**src/rtl/uart_rx_pkg.sv**
```systemverilog
`timescale 1ns/1ps
package uart_rx_pkg;
  typedef enum logic [2:0] {
    ST_IDLE,
    ST_START,
    ST_DATA,
    ST_PAR,
    ST_STOP
  } rx_state_e;

  typedef struct packed {
    logic dor;
    logic pe;
    logic fe;
  } rx_flags_t;

  localparam int unsigned FLAGS_W = $bits(rx_flags_t);
endpackage

```
**src/rtl/uart_rx_sampler.sv**
```systemverilog
`timescale 1ns/1ps
module uart_rx_sampler
  import uart_rx_pkg::*;
#(
  parameter int unsigned DATA_W = 8,
  parameter int unsigned OSR    = 16
) (
  input  logic              clk_i,
  input  logic              rst_ni,
  input  logic              en_i,
  input  logic              tick_i,
  input  logic              rx_i,
  input  logic              par_en_i,
  input  logic              par_odd_i,
  output logic              start_ok_o,
  output logic              done_o,
  output logic [DATA_W-1:0] data_o,
  output logic              fe_o,
  output logic              pe_o
);
  localparam int unsigned CW = $clog2(OSR);
  localparam int unsigned IW = (DATA_W > 1) ? $clog2(DATA_W) : 1;
  localparam logic [CW-1:0] A_IDX = CW'(OSR/2 - 1);
  localparam logic [CW-1:0] B_IDX = CW'(OSR/2);
  localparam logic [CW-1:0] V_IDX = CW'(OSR/2 + 1);
  localparam logic [CW-1:0] L_IDX = CW'(OSR - 1);
  localparam logic [IW-1:0] LAST  = IW'(DATA_W - 1);

  rx_state_e         state_q;
  logic [CW-1:0]     cnt_q;
  logic [IW-1:0]     idx_q;
  logic              s_a_q, s_b_q;
  logic [DATA_W-1:0] shift_q;
  logic              acc_q, pbit_q, par_used_q;
  logic              vote;

  assign vote = (s_a_q & s_b_q) | (s_a_q & rx_i) | (s_b_q & rx_i);

  always_ff @(posedge clk_i or negedge rst_ni) begin
    if (!rst_ni) begin
      state_q    <= ST_IDLE;
      cnt_q      <= '0;
      idx_q      <= '0;
      s_a_q      <= 1'b1;
      s_b_q      <= 1'b1;
      shift_q    <= '0;
      acc_q      <= 1'b0;
      pbit_q     <= 1'b0;
      par_used_q <= 1'b0;
      start_ok_o <= 1'b0;
      done_o     <= 1'b0;
      data_o     <= '0;
      fe_o       <= 1'b0;
      pe_o       <= 1'b0;
    end else if (!en_i) begin
      state_q    <= ST_IDLE;
      cnt_q      <= '0;
      start_ok_o <= 1'b0;
      done_o     <= 1'b0;
    end else begin
      start_ok_o <= 1'b0;
      done_o     <= 1'b0;
      if (tick_i) begin
        if (state_q == ST_IDLE) begin
          if (!rx_i) begin
            state_q <= ST_START;
            cnt_q   <= CW'(1);
            idx_q   <= '0;
            acc_q   <= 1'b0;
          end
        end else begin
          cnt_q <= cnt_q + 1'b1;
          if (cnt_q == A_IDX) s_a_q <= rx_i;
          if (cnt_q == B_IDX) s_b_q <= rx_i;
          if (cnt_q == V_IDX) begin
            case (state_q)
              ST_START: begin
                if (vote) begin
                  state_q <= ST_IDLE;
                  cnt_q   <= '0;
                end else begin
                  start_ok_o <= 1'b1;
                end
              end
              ST_DATA: begin
                shift_q <= {vote, shift_q[DATA_W-1:1]};
                acc_q   <= acc_q ^ vote;
              end
              ST_PAR: pbit_q <= vote;
              ST_STOP: begin
                // finish at mid-stop so the next start edge is not missed
                done_o  <= 1'b1;
                data_o  <= shift_q;
                fe_o    <= !vote;
                pe_o    <= par_used_q & (acc_q ^ pbit_q ^ par_odd_i);
                state_q <= ST_IDLE;
                cnt_q   <= '0;
              end
              default: ;
            endcase
          end
          if (cnt_q == L_IDX) begin
            cnt_q <= '0;
            case (state_q)
              ST_START: state_q <= ST_DATA;
              ST_DATA: begin
                if (idx_q == LAST) begin
                  par_used_q <= par_en_i;
                  state_q    <= par_en_i ? ST_PAR : ST_STOP;
                end else begin
                  idx_q <= idx_q + 1'b1;
                end
              end
              ST_PAR:  state_q <= ST_STOP;
              default: ;
            endcase
          end
        end
      end
    end
  end
endmodule

```
**src/rtl/uart_rx_fifo.sv**
```systemverilog
`timescale 1ns/1ps
module uart_rx_fifo #(
  parameter int unsigned WIDTH = 11,
  parameter int unsigned DEPTH = 2
) (
  input  logic                         clk_i,
  input  logic                         rst_ni,
  input  logic                         flush_i,
  input  logic                         push_i,
  input  logic [WIDTH-1:0]             wdata_i,
  input  logic                         pop_i,
  output logic [WIDTH-1:0]             rdata_o,
  output logic                         empty_o,
  output logic                         full_o,
  output logic [$clog2(DEPTH+1)-1:0]   cnt_o
);
  localparam int unsigned AW = (DEPTH > 1) ? $clog2(DEPTH) : 1;
  localparam int unsigned NW = $clog2(DEPTH+1);
  localparam logic [AW-1:0] PMAX = AW'(DEPTH - 1);

  logic [WIDTH-1:0] mem_q [DEPTH];
  logic [AW-1:0]    wr_q, rd_q;
  logic [NW-1:0]    cnt_q;
  logic             do_push, do_pop;

  assign empty_o = (cnt_q == '0);
  assign full_o  = (cnt_q == NW'(DEPTH));
  assign cnt_o   = cnt_q;
  assign rdata_o = mem_q[rd_q];
  assign do_push = push_i && !full_o;
  assign do_pop  = pop_i && !empty_o;

  for (genvar g = 0; g < DEPTH; g++) begin : g_slot
    always_ff @(posedge clk_i or negedge rst_ni) begin
      if (!rst_ni)                                   mem_q[g] <= '0;
      else if (do_push && !flush_i && wr_q == AW'(g)) mem_q[g] <= wdata_i;
    end
  end

  always_ff @(posedge clk_i or negedge rst_ni) begin
    if (!rst_ni) begin
      wr_q  <= '0;
      rd_q  <= '0;
      cnt_q <= '0;
    end else if (flush_i) begin
      wr_q  <= '0;
      rd_q  <= '0;
      cnt_q <= '0;
    end else begin
      if (do_push) wr_q <= (wr_q == PMAX) ? '0 : wr_q + 1'b1;
      if (do_pop)  rd_q <= (rd_q == PMAX) ? '0 : rd_q + 1'b1;
      if (do_push && !do_pop)      cnt_q <= cnt_q + 1'b1;
      else if (do_pop && !do_push) cnt_q <= cnt_q - 1'b1;
    end
  end
endmodule

```
**src/rtl/uart_rx_buf.sv**
```systemverilog
`timescale 1ns/1ps
module uart_rx_buf
  import uart_rx_pkg::*;
#(
  parameter int unsigned DATA_W = 8,
  parameter int unsigned OSR    = 16,
  parameter int unsigned DEPTH  = 2,
  parameter int unsigned SYNC_N = 2
) (
  input  logic              clk_i,
  input  logic              rst_ni,
  input  logic              tick16_i,
  input  logic              rx_i,
  input  logic              en_i,
  input  logic              par_en_i,
  input  logic              par_odd_i,
  input  logic              rxc_ie_i,
  input  logic              data_rd_i,
  output logic [DATA_W-1:0] data_o,
  output logic              fe_o,
  output logic              pe_o,
  output logic              dor_o,
  output logic              rxc_o,
  output logic              irq_o
);
  localparam int unsigned EW = DATA_W + FLAGS_W;
  localparam int unsigned NW = $clog2(DEPTH+1);

  logic [SYNC_N-1:0] sync_q;
  logic              rx_s;
  logic              smp_start_ok, smp_done, smp_fe, smp_pe;
  logic [DATA_W-1:0] smp_data;

  logic              sr_valid, sr_fe, sr_pe, sr_dor, ovr_pend;
  logic [DATA_W-1:0] sr_data;

  logic              fifo_push, fifo_empty, fifo_full;
  logic [EW-1:0]     fifo_wdata, fifo_rdata;
  logic [NW-1:0]     fifo_cnt;
  rx_flags_t         wr_flags, head_flags;

  always_ff @(posedge clk_i or negedge rst_ni) begin
    if (!rst_ni) sync_q <= '1;
    else         sync_q <= {sync_q[SYNC_N-2:0], rx_i};
  end
  assign rx_s = sync_q[SYNC_N-1];

  uart_rx_sampler #(.DATA_W(DATA_W), .OSR(OSR)) u_sampler (
    .clk_i      (clk_i),
    .rst_ni     (rst_ni),
    .en_i       (en_i),
    .tick_i     (tick16_i),
    .rx_i       (rx_s),
    .par_en_i   (par_en_i),
    .par_odd_i  (par_odd_i),
    .start_ok_o (smp_start_ok),
    .done_o     (smp_done),
    .data_o     (smp_data),
    .fe_o       (smp_fe),
    .pe_o       (smp_pe)
  );

  // holding stage: the finished character waiting for a free queue slot
  always_ff @(posedge clk_i or negedge rst_ni) begin
    if (!rst_ni) begin
      sr_valid <= 1'b0;
      sr_data  <= '0;
      sr_fe    <= 1'b0;
      sr_pe    <= 1'b0;
      sr_dor   <= 1'b0;
      ovr_pend <= 1'b0;
    end else if (!en_i) begin
      sr_valid <= 1'b0;
      sr_dor   <= 1'b0;
      ovr_pend <= 1'b0;
    end else begin
      if (smp_start_ok && fifo_full && sr_valid) begin
        sr_valid <= 1'b0;
        ovr_pend <= 1'b1;
      end else if (fifo_push) begin
        sr_valid <= 1'b0;
      end
      if (smp_done) begin
        sr_valid <= 1'b1;
        sr_data  <= smp_data;
        sr_fe    <= smp_fe;
        sr_pe    <= smp_pe;
        sr_dor   <= ovr_pend;
        ovr_pend <= 1'b0;
      end
    end
  end

  assign fifo_push  = en_i && sr_valid && !fifo_full;
  assign wr_flags   = '{dor: sr_dor, pe: sr_pe, fe: sr_fe};
  assign fifo_wdata = {wr_flags, sr_data};

  uart_rx_fifo #(.WIDTH(EW), .DEPTH(DEPTH)) u_fifo (
    .clk_i   (clk_i),
    .rst_ni  (rst_ni),
    .flush_i (!en_i),
    .push_i  (fifo_push),
    .wdata_i (fifo_wdata),
    .pop_i   (data_rd_i),
    .rdata_o (fifo_rdata),
    .empty_o (fifo_empty),
    .full_o  (fifo_full),
    .cnt_o   (fifo_cnt)
  );

  assign head_flags = fifo_empty ? '0 : rx_flags_t'(fifo_rdata[EW-1:DATA_W]);
  assign data_o     = fifo_empty ? '0 : fifo_rdata[DATA_W-1:0];
  assign fe_o       = head_flags.fe;
  assign pe_o       = head_flags.pe;
  assign dor_o      = head_flags.dor;
  assign rxc_o      = !fifo_empty;
  assign irq_o      = rxc_o && rxc_ie_i;
endmodule

```
**config.mk**
```make
export PLATFORM = sky130hd
export DESIGN_NAME = uart_rx_buf
export DESIGN_NICKNAME = d
export VERILOG_FILES = /design/src/rtl/uart_rx_pkg.sv /design/src/rtl/uart_rx_sampler.sv /design/src/rtl/uart_rx_fifo.sv /design/src/rtl/uart_rx_buf.sv
export SDC_FILE = /design/constraint.sdc
export NUM_CORES = 1
export LEC_CHECK = 0
export CAP_MARGIN = 20
export CORE_MARGIN = 1.5
export CORE_UTILIZATION = 40
export CTS_CLUSTER_SIZE = 25
export DETAILED_ROUTE_END_ITERATION = 7
export PLACE_DENSITY = 0.6
export SLEW_MARGIN = 20
export SYNTH_ARGS = -nofsm -noshare
export SYNTH_HDL_FRONTEND = slang
export SYNTH_HIERARCHICAL = 1
export SYNTH_SLANG_ARGS = --single-unit
```
**constraint.sdc**
```tcl
create_clock -name clk_i -period 2.15 [get_ports clk_i]
set_input_delay 0.215 -clock clk_i [delete_from_list [all_inputs] [get_ports clk_i]]
set_output_delay 0.215 -clock clk_i [all_outputs]
set_load 0.1 [all_outputs]
```
==> impl_metrics.py, run 1 <==
metrics = {
    "grt": {
        "grtUsageTotal": 0.146,
        "first_global_vias": 2299,
        "grt_antenna_before_repair": 0,
        "grt_max_degree": 39,
        "grt_overflow": 0,
        "grt_first_pass_wirelength_mm": 11.2,
    },
    "worst_setup_path": {
        "critPathMaxStageDelay_ps": 680,
        "ff2ff_path_depth": 5,
        "crit_chain": "mux2_2, nor2b_2, buf_12",
        "slowest_stage": "dfrtp_1",
        "crit_path_end": "pe_o",
        "cp-startpoint": "u_fifo/rd_q",
        "start_kind": "flop",
        "critPathArrivalTime_ps": 1780,
        "rr_endpoint": "u_fifo/mem_q[8]",
        "critPathKind": "flop to output pin",
        "cp_max_fo": 12,
        "reg2reg_from": "u_fifo/cnt_o[1]",
        "rrSetupSlack_ps": 170,
        "cp.required_ps": 1930,
        "crit_path_end_kind": "output pin",
    },
    "sta": {
        "period_minus_slack_ps": 2000,
        "max_freq_mhz": 501,
        "worst_slack_ps": 154,
        "hold_viol_final": 0,
        "slew_headroom": 0.641,
        "worstMarginPinSlew_ps": 538,
        "rsz0062_at_grt": "false",
        "finalMaxSlewViolations": 0,
        "post-route-period-util": 0.928,
        "clock_skew_ps": 11.4,
        "setup-violations-final": 0,
    },
    "hold_path": {
        "min_from": "rx_i",
        "hp-class": "input port to flop",
    },
    "synth": {
        "ys_ff_latch": 76,
        "syn-instance-count": 287,
        "synth_xor_area_frac": 0.00952,
        "synth_top_family_by_area": "multiplexers",
        "yosysMostFrequentCell": "dfrtp_1",
        "synthArstFlopShare": 1.00,
        "post-synth-top-area-fraction": 0.489,
        "synthSimpleGateAreaFrac": 0.143,
        "synth_edf_count": 0,
        "syn-num-nets": 301,
        "seq_area_frac_synth": 0.518,
        "synth_compound_area_frac": 0.0663,
        "ys_types": 58,
        "synth_fa_ha_area_frac": 0.0207,
        "synth_flop_cell": "dfrtp_1",
        "syn_area_um2": 3680,
        "synthTopCellsByCount": "72 x dfrtp_1, 47 x mux2_2, 16 x nand2_1, 15 x mux2_4, 14 x nor2b_1",
        "yosysWarnings": 6,
        "synth.area.top_cells": "dfrtp_1 49%, mux2_2 14%, mux2_4 6.1%",
        "avgSynthCellArea_um2": 12.8,
        "synth_largest_area_cell": "dfrtp_1",
        "synthMuxAreaShare": 0.210,
    },
    "pwr": {
        "peakVddDrop_uv": 363,
        "p_per_area_nw_per_um2": 584,
        "p_leak_uw": 0.00205,
        "power_uw": 2550,
    },
    "drt": {
        "detail_route.drc_violations": 1,
        "vias_per_cell": 5.12,
        "routedWlPerCell_um": 14.6,
        "antenna_left": 0,
        "drt-initial-drc-count": 61,
        "wirelength_mm": 6.34,
        "dr_total_vias": 2222,
        "dr.pass1.iters": 6,
    },
    "clocking": {
        "clkLatencyLatePin_ps": 350,
        "h-tree-depth": 3,
        "clock_path_buffers": 2,
        "cts.sinks": 76,
        "cts_made_buffers": 9,
        "cts-root-buf": "clkbuf_8",
        "cts_tree": "done",
        "cts.clk_slew.worst_paths_ps": 70,
    },
    "layout": {
        "regArea_um2": 1910,
        "multiInputGateArea_um2": 1690,
        "synthToLayoutAreaGrowth_pct": 18.7,
        "nFillCells": 784,
        "fin_nets": 335,
        "n_antenna_cell": 0,
        "layout-drive-gt1-share": 0.414,
    },
    "placed_design": {
        "gp_congestion": 0.817,
        "io_buffers": 21,
        "dp_hpwl_mm": 4.47,
        "place_ws_ps": -79.3,
    },
    "die": {
        "core.rowCount": 34,
        "io_pins": 22,
        "die_y_um": 98.9,
        "coreArea_um2": 8810,
        "start_util": 0.418,
        "die-width_um": 98.9,
        "die-area_um2": 9790,
    },
    "status": {
        "violations": "DRC",
        "outcome": "complete, but fails checks",
    },
    "job": {
        "cap_violations": 0,
    },
}
final cells by class:
cell class / instances / share of cell area
Sequential cell: 76 / 0.437
Multi-Input combinational cell: 191 / 0.387
Timing Repair Buffer: 33 / 0.0985
Tap cell: 108 / 0.0309
Clock buffer: 10 / 0.0292
Clock inverter: 6 / 0.00945
Inverter: 10 / 0.00859
where the power goes:
part	switching (µW)	internal, µW
Clock	521	416
Combinational	81.8	58.4
Sequential	28.8	1450
worst min path at each step:
| stage | endpoint | cells past startpoint |
|---|---|---|
| 5_1_grt | sync_q[0] | 1 |
| 2_1_floorplan | ovr_pend | 0 |
| 4_1_cts | sync_q[0] | 1 |
| 3_5_place_dp | u_fifo/mem_q[8] | 1 |
| 6_report | sync_q[0] | 1 |
| 3_3_place_gp | u_fifo/cnt_o[0] | 1 |
cells in the final DEF, fill, tap and decap left out, types with 2 or more instances in the layout:
| master | n |
|---|---|
| dfrtp_1 | 72 |
| mux2_2 | 47 |
| nand2_1 | 16 |
| mux2_4 | 15 |
| buf_12 | 13 |
| nor2_1 | 12 |
| buf_4 | 12 |
| inv_1 | 10 |
| nor2b_2 | 9 |
| clkbuf_8 | 9 |
| nor3_1 | 8 |
| a21oi_1 | 7 |
| clkdlybuf4s50_1 | 7 |
| o21ai_0 | 7 |
| nor2b_1 | 5 |
| ha_1 | 5 |
| dfstp_2 | 4 |
| nand3_1 | 4 |
| nand2_4 | 3 |
| nand3b_1 | 3 |
| a31oi_1 | 3 |
| clkinvlp_4 | 3 |
| or3_1 | 3 |
| xnor2_1 | 3 |
| mux2i_1 | 2 |
| clkinv_2 | 2 |
| and3b_1 | 2 |
| nor3b_1 | 2 |
| nand3_2 | 2 |
| nor4_1 | 2 |
through the flow:
stage,instance area (µm²),instances,hold WS [ps],utilization,TNS [ps]
2_1_floorplan,3710,287,-80.6,-,-498
3_3_place_gp,4190,417,202,0.476,-925
3_5_place_dp,4190,417,207,0.476,-1320
4_1_cts,4370,434,252,0.496,0
5_1_grt,4370,434,246,0.496,0
6_report,4370,434,277,0.496,0
per-layer routing:
layer	track usage	up-vias	wire, µm
met5	0	-	0
li1	-	1093	-
met4	0.0516	0	82
met1	0.196	1095	3040
met2	0.223	28	3010
met3	0.0461	6	203
sequential cells by signal (all words and copies together), names as in the netlist, 2 cells and up:
signal	cells
u_fifo/mem_q	22
u_sampler/shift_q	8
u_sampler/cnt_q	4
u_sampler/data_o	8
u_sampler/idx_q	3
u_sampler/state_q	3
u_fifo/cnt_o	2
sync_q	2
sr_data	8
repair_timing:
action,in CTS,in global routing
buffers inserted,0,0
hold buffers,1,0
gates resized for setup,0,0
hold endpoints to repair,35,0
worst max-delay path, delay by kind of cell, from the launching register on:
family        cells  cell delay (ps)
mux               1              420
simple gates      1              170
buf+inv           1              170
flops             1              680
cell families (layout without fill, tap and decap cells):
| family | count (synthesis) | after routing |
|---|---|---|
| buf+inv | 20 | 59 |
| simple gates | 84 | 84 |
| xor+xnor | 4 | 4 |
| flops | 76 | 76 |
| compound gates | 33 | 33 |
| mux | 64 | 64 |
| fa+ha+maj | 6 | 6 |
No activity file was read; power rests on OpenSTA's default activity.
==> run 2, diff against run 1 <==
--- a/config.mk
+++ b/config.mk
@@ -10,6 +10,7 @@
 export CORE_UTILIZATION = 40
 export CTS_CLUSTER_SIZE = 25
 export DETAILED_ROUTE_END_ITERATION = 7
+export MAX_ROUTING_LAYER = met4
 export PLACE_DENSITY = 0.6
 export SLEW_MARGIN = 20
 export SYNTH_ARGS = -nofsm -noshare
==> impl_metrics.py, run 2 (synthesis results as in run 1) <==
metrics = {
    "clocking": {
        "h-tree-depth": 3,
        "cts_tree": "done",
        "clkLatencyLatePin_ps": 350,
        "cts_made_buffers": 9,
        "cts_hold_buf": 1,
        "cts-root-buf": "clkbuf_8",
        "clock_path_buffers": 2,
        "post_cts_buffers": 0,
        "cts.sinks": 76,
        "ctsResizeCount": 0,
        "cts.clk_slew.worst_paths_ps": 70,
    },
    "sta": {
        "worstMarginPinSlew_ps": 518,
        "max_freq_mhz": 504,
        "setup-violations-final": 0,
        "clock_skew_ps": 9.53,
        "rsz0062_at_grt": "false",
        "period_minus_slack_ps": 1980,
        "slew_headroom": 0.655,
        "finalMaxSlewViolations": 0,
        "worst_slack_ps": 165,
        "hold_viol_final": 0,
        "post-route-period-util": 0.923,
    },
    "worst_setup_path": {
        "cp_max_fo": 12,
        "cp.required_ps": 1930,
        "start_kind": "flop",
        "rr_endpoint": "u_fifo/mem_q[8]",
        "critPathKind": "flop to output pin",
        "reg2reg_from": "u_fifo/cnt_o[1]",
        "ff2ff_path_depth": 5,
        "crit_path_end_kind": "output pin",
        "rrSetupSlack_ps": 170,
        "critPathArrivalTime_ps": 1770,
    },
    "hold_path": {
        "min_from": "rx_i",
        "hp-class": "input port to flop",
        "holdPathEnd": "sync_q[0]",
        "worst_hold_path.num_cells": 1,
    },
    "pwr": {
        "p_per_area_nw_per_um2": 584,
        "peakVddDrop_uv": 360,
        "p_leak_uw": 0.00205,
    },
    "drt": {
        "routedWlPerCell_um": 14.6,
        "wirelength_mm": 6.33,
        "wl_met1_mm": 3.00,
        "drt-initial-drc-count": 66,
        "dr_wl_met2_mm": 3.03,
        "detail_route.drc_violations": 1,
        "antenna_left": 0,
        "vias_per_cell": 5.12,
        "highest_layer": "met4",
        "met3_length_um": 214,
        "dr.pass1.iters": 6,
        "dr_total_vias": 2222,
    },
    "placed_design": {
        "place_ws_ps": -79.3,
        "placed_cell_area_um2": 4190,
        "dp_hpwl_mm": 4.47,
        "gp_congestion": 0.829,
        "io_buffers": 21,
    },
    "grt": {
        "grt_max_degree": 39,
        "grtUsageTotal": 0.151,
        "grt_first_pass_wirelength_mm": 11.2,
        "grt_overflow": 0,
        "grt_antenna_before_repair": 0,
        "first_global_vias": 2296,
    },
    "die": {
        "io_pins": 22,
        "die-width_um": 98.9,
        "start_util": 0.418,
        "die-area_um2": 9790,
        "coreArea_um2": 8810,
        "core.rowCount": 34,
        "die_y_um": 98.9,
    },
    "job": {
        "cap_violations": 0,
    },
    "layout": {
        "final_cell_mix": "72 x dfrtp_1, 47 x mux2_2, 16 x nand2_1, 15 x mux2_4, 13 x buf_12",
        "n_antenna_cell": 0,
        "fin_nets": 335,
        "largest_reg_flops": 22,
        "regMostFlops": "u_fifo/mem_q",
        "final_area_um2": 4370,
        "layout-drive-gt1-share": 0.414,
        "mostFrequentLayoutCell": "dfrtp_1",
        "synthToLayoutAreaGrowth_pct": 18.7,
    },
    "status": {
        "violations": "DRC",
        "outcome": "complete, but fails checks",
    },
}
==> run 2: metrics by stage <==
step / util / setup TNS (ps) / hold slack, ps / std cells / total power, µW
after floorplan: - / -498 / -80.6 / 287 / 1570
after global placement: 0.476 / -925 / 202 / 417 / 1640
after detailed placement: 0.476 / -1320 / 207 / 417 / 1640
after CTS: 0.496 / 0 / 252 / 434 / 2600
after global routing: 0.496 / 0 / 246 / 434 / 2700
final: 0.496 / 0 / 272 / 434 / 2550
==> run 2: power by group <==
group	internal (µW)	switching [µW]	total, µW
Clock	416	522	938
Sequential	1450	28.8	1470
Combinational	58.4	81.8	140
Total	1920	632	2550
==> run 2: final cells by class <==
type | count | area (µm²)
clock inverters | 6 | 41.3
well taps | 108 | 135
clock buffers | 10 | 128
flip-flops and latches | 76 | 1910
fillers | 784 | 4440
multi-input cells | 191 | 1690
inverters | 10 | 37.5
repair buffers | 33 | 430
==> run 2: critical path, cell delays in order (launching register included) <==
cell and delay, ps:
dfrtp_1 670, mux2_2 410, nor2b_2 170, buf_12 170
==> run 2: how the worst max path moves through the flow <==
stage	depth (start not counted)	from	slack [ps]	end
finish	3	u_fifo/rd_q	170	pe_o
detailed placement	6	en_i	-80	u_fifo/mem_q[8]
global placement	6	en_i	-60	u_fifo/mem_q[3]
CTS	3	u_fifo/rd_q	100	pe_o
global route	7	u_fifo/cnt_o[1]	30	u_fifo/mem_q[12]
floorplan	3	u_fifo/cnt_o[0]	-250	data_o[7]
==> run 2: layer usage <==
| layer | up-vias | global-route usage |
|---|---|---|
| met5 | - | - |
| met4 | 0 | 0.0516 |
| met3 | 6 | 0.0482 |
| met2 | 28 | 0.223 |
| met1 | 1094 | 0.195 |
| li1 | 1094 | - |
==> run 3, diff against run 2 <==
--- a/config.mk
+++ b/config.mk
@@ -10,7 +10,6 @@
 export CORE_UTILIZATION = 40
 export CTS_CLUSTER_SIZE = 25
 export DETAILED_ROUTE_END_ITERATION = 7
-export MAX_ROUTING_LAYER = met4
 export PLACE_DENSITY = 0.6
 export SLEW_MARGIN = 20
 export SYNTH_ARGS = -nofsm -noshare
==> results of run 3 <==
The final DEF is identical to that of run 1; final timing and power are the same.
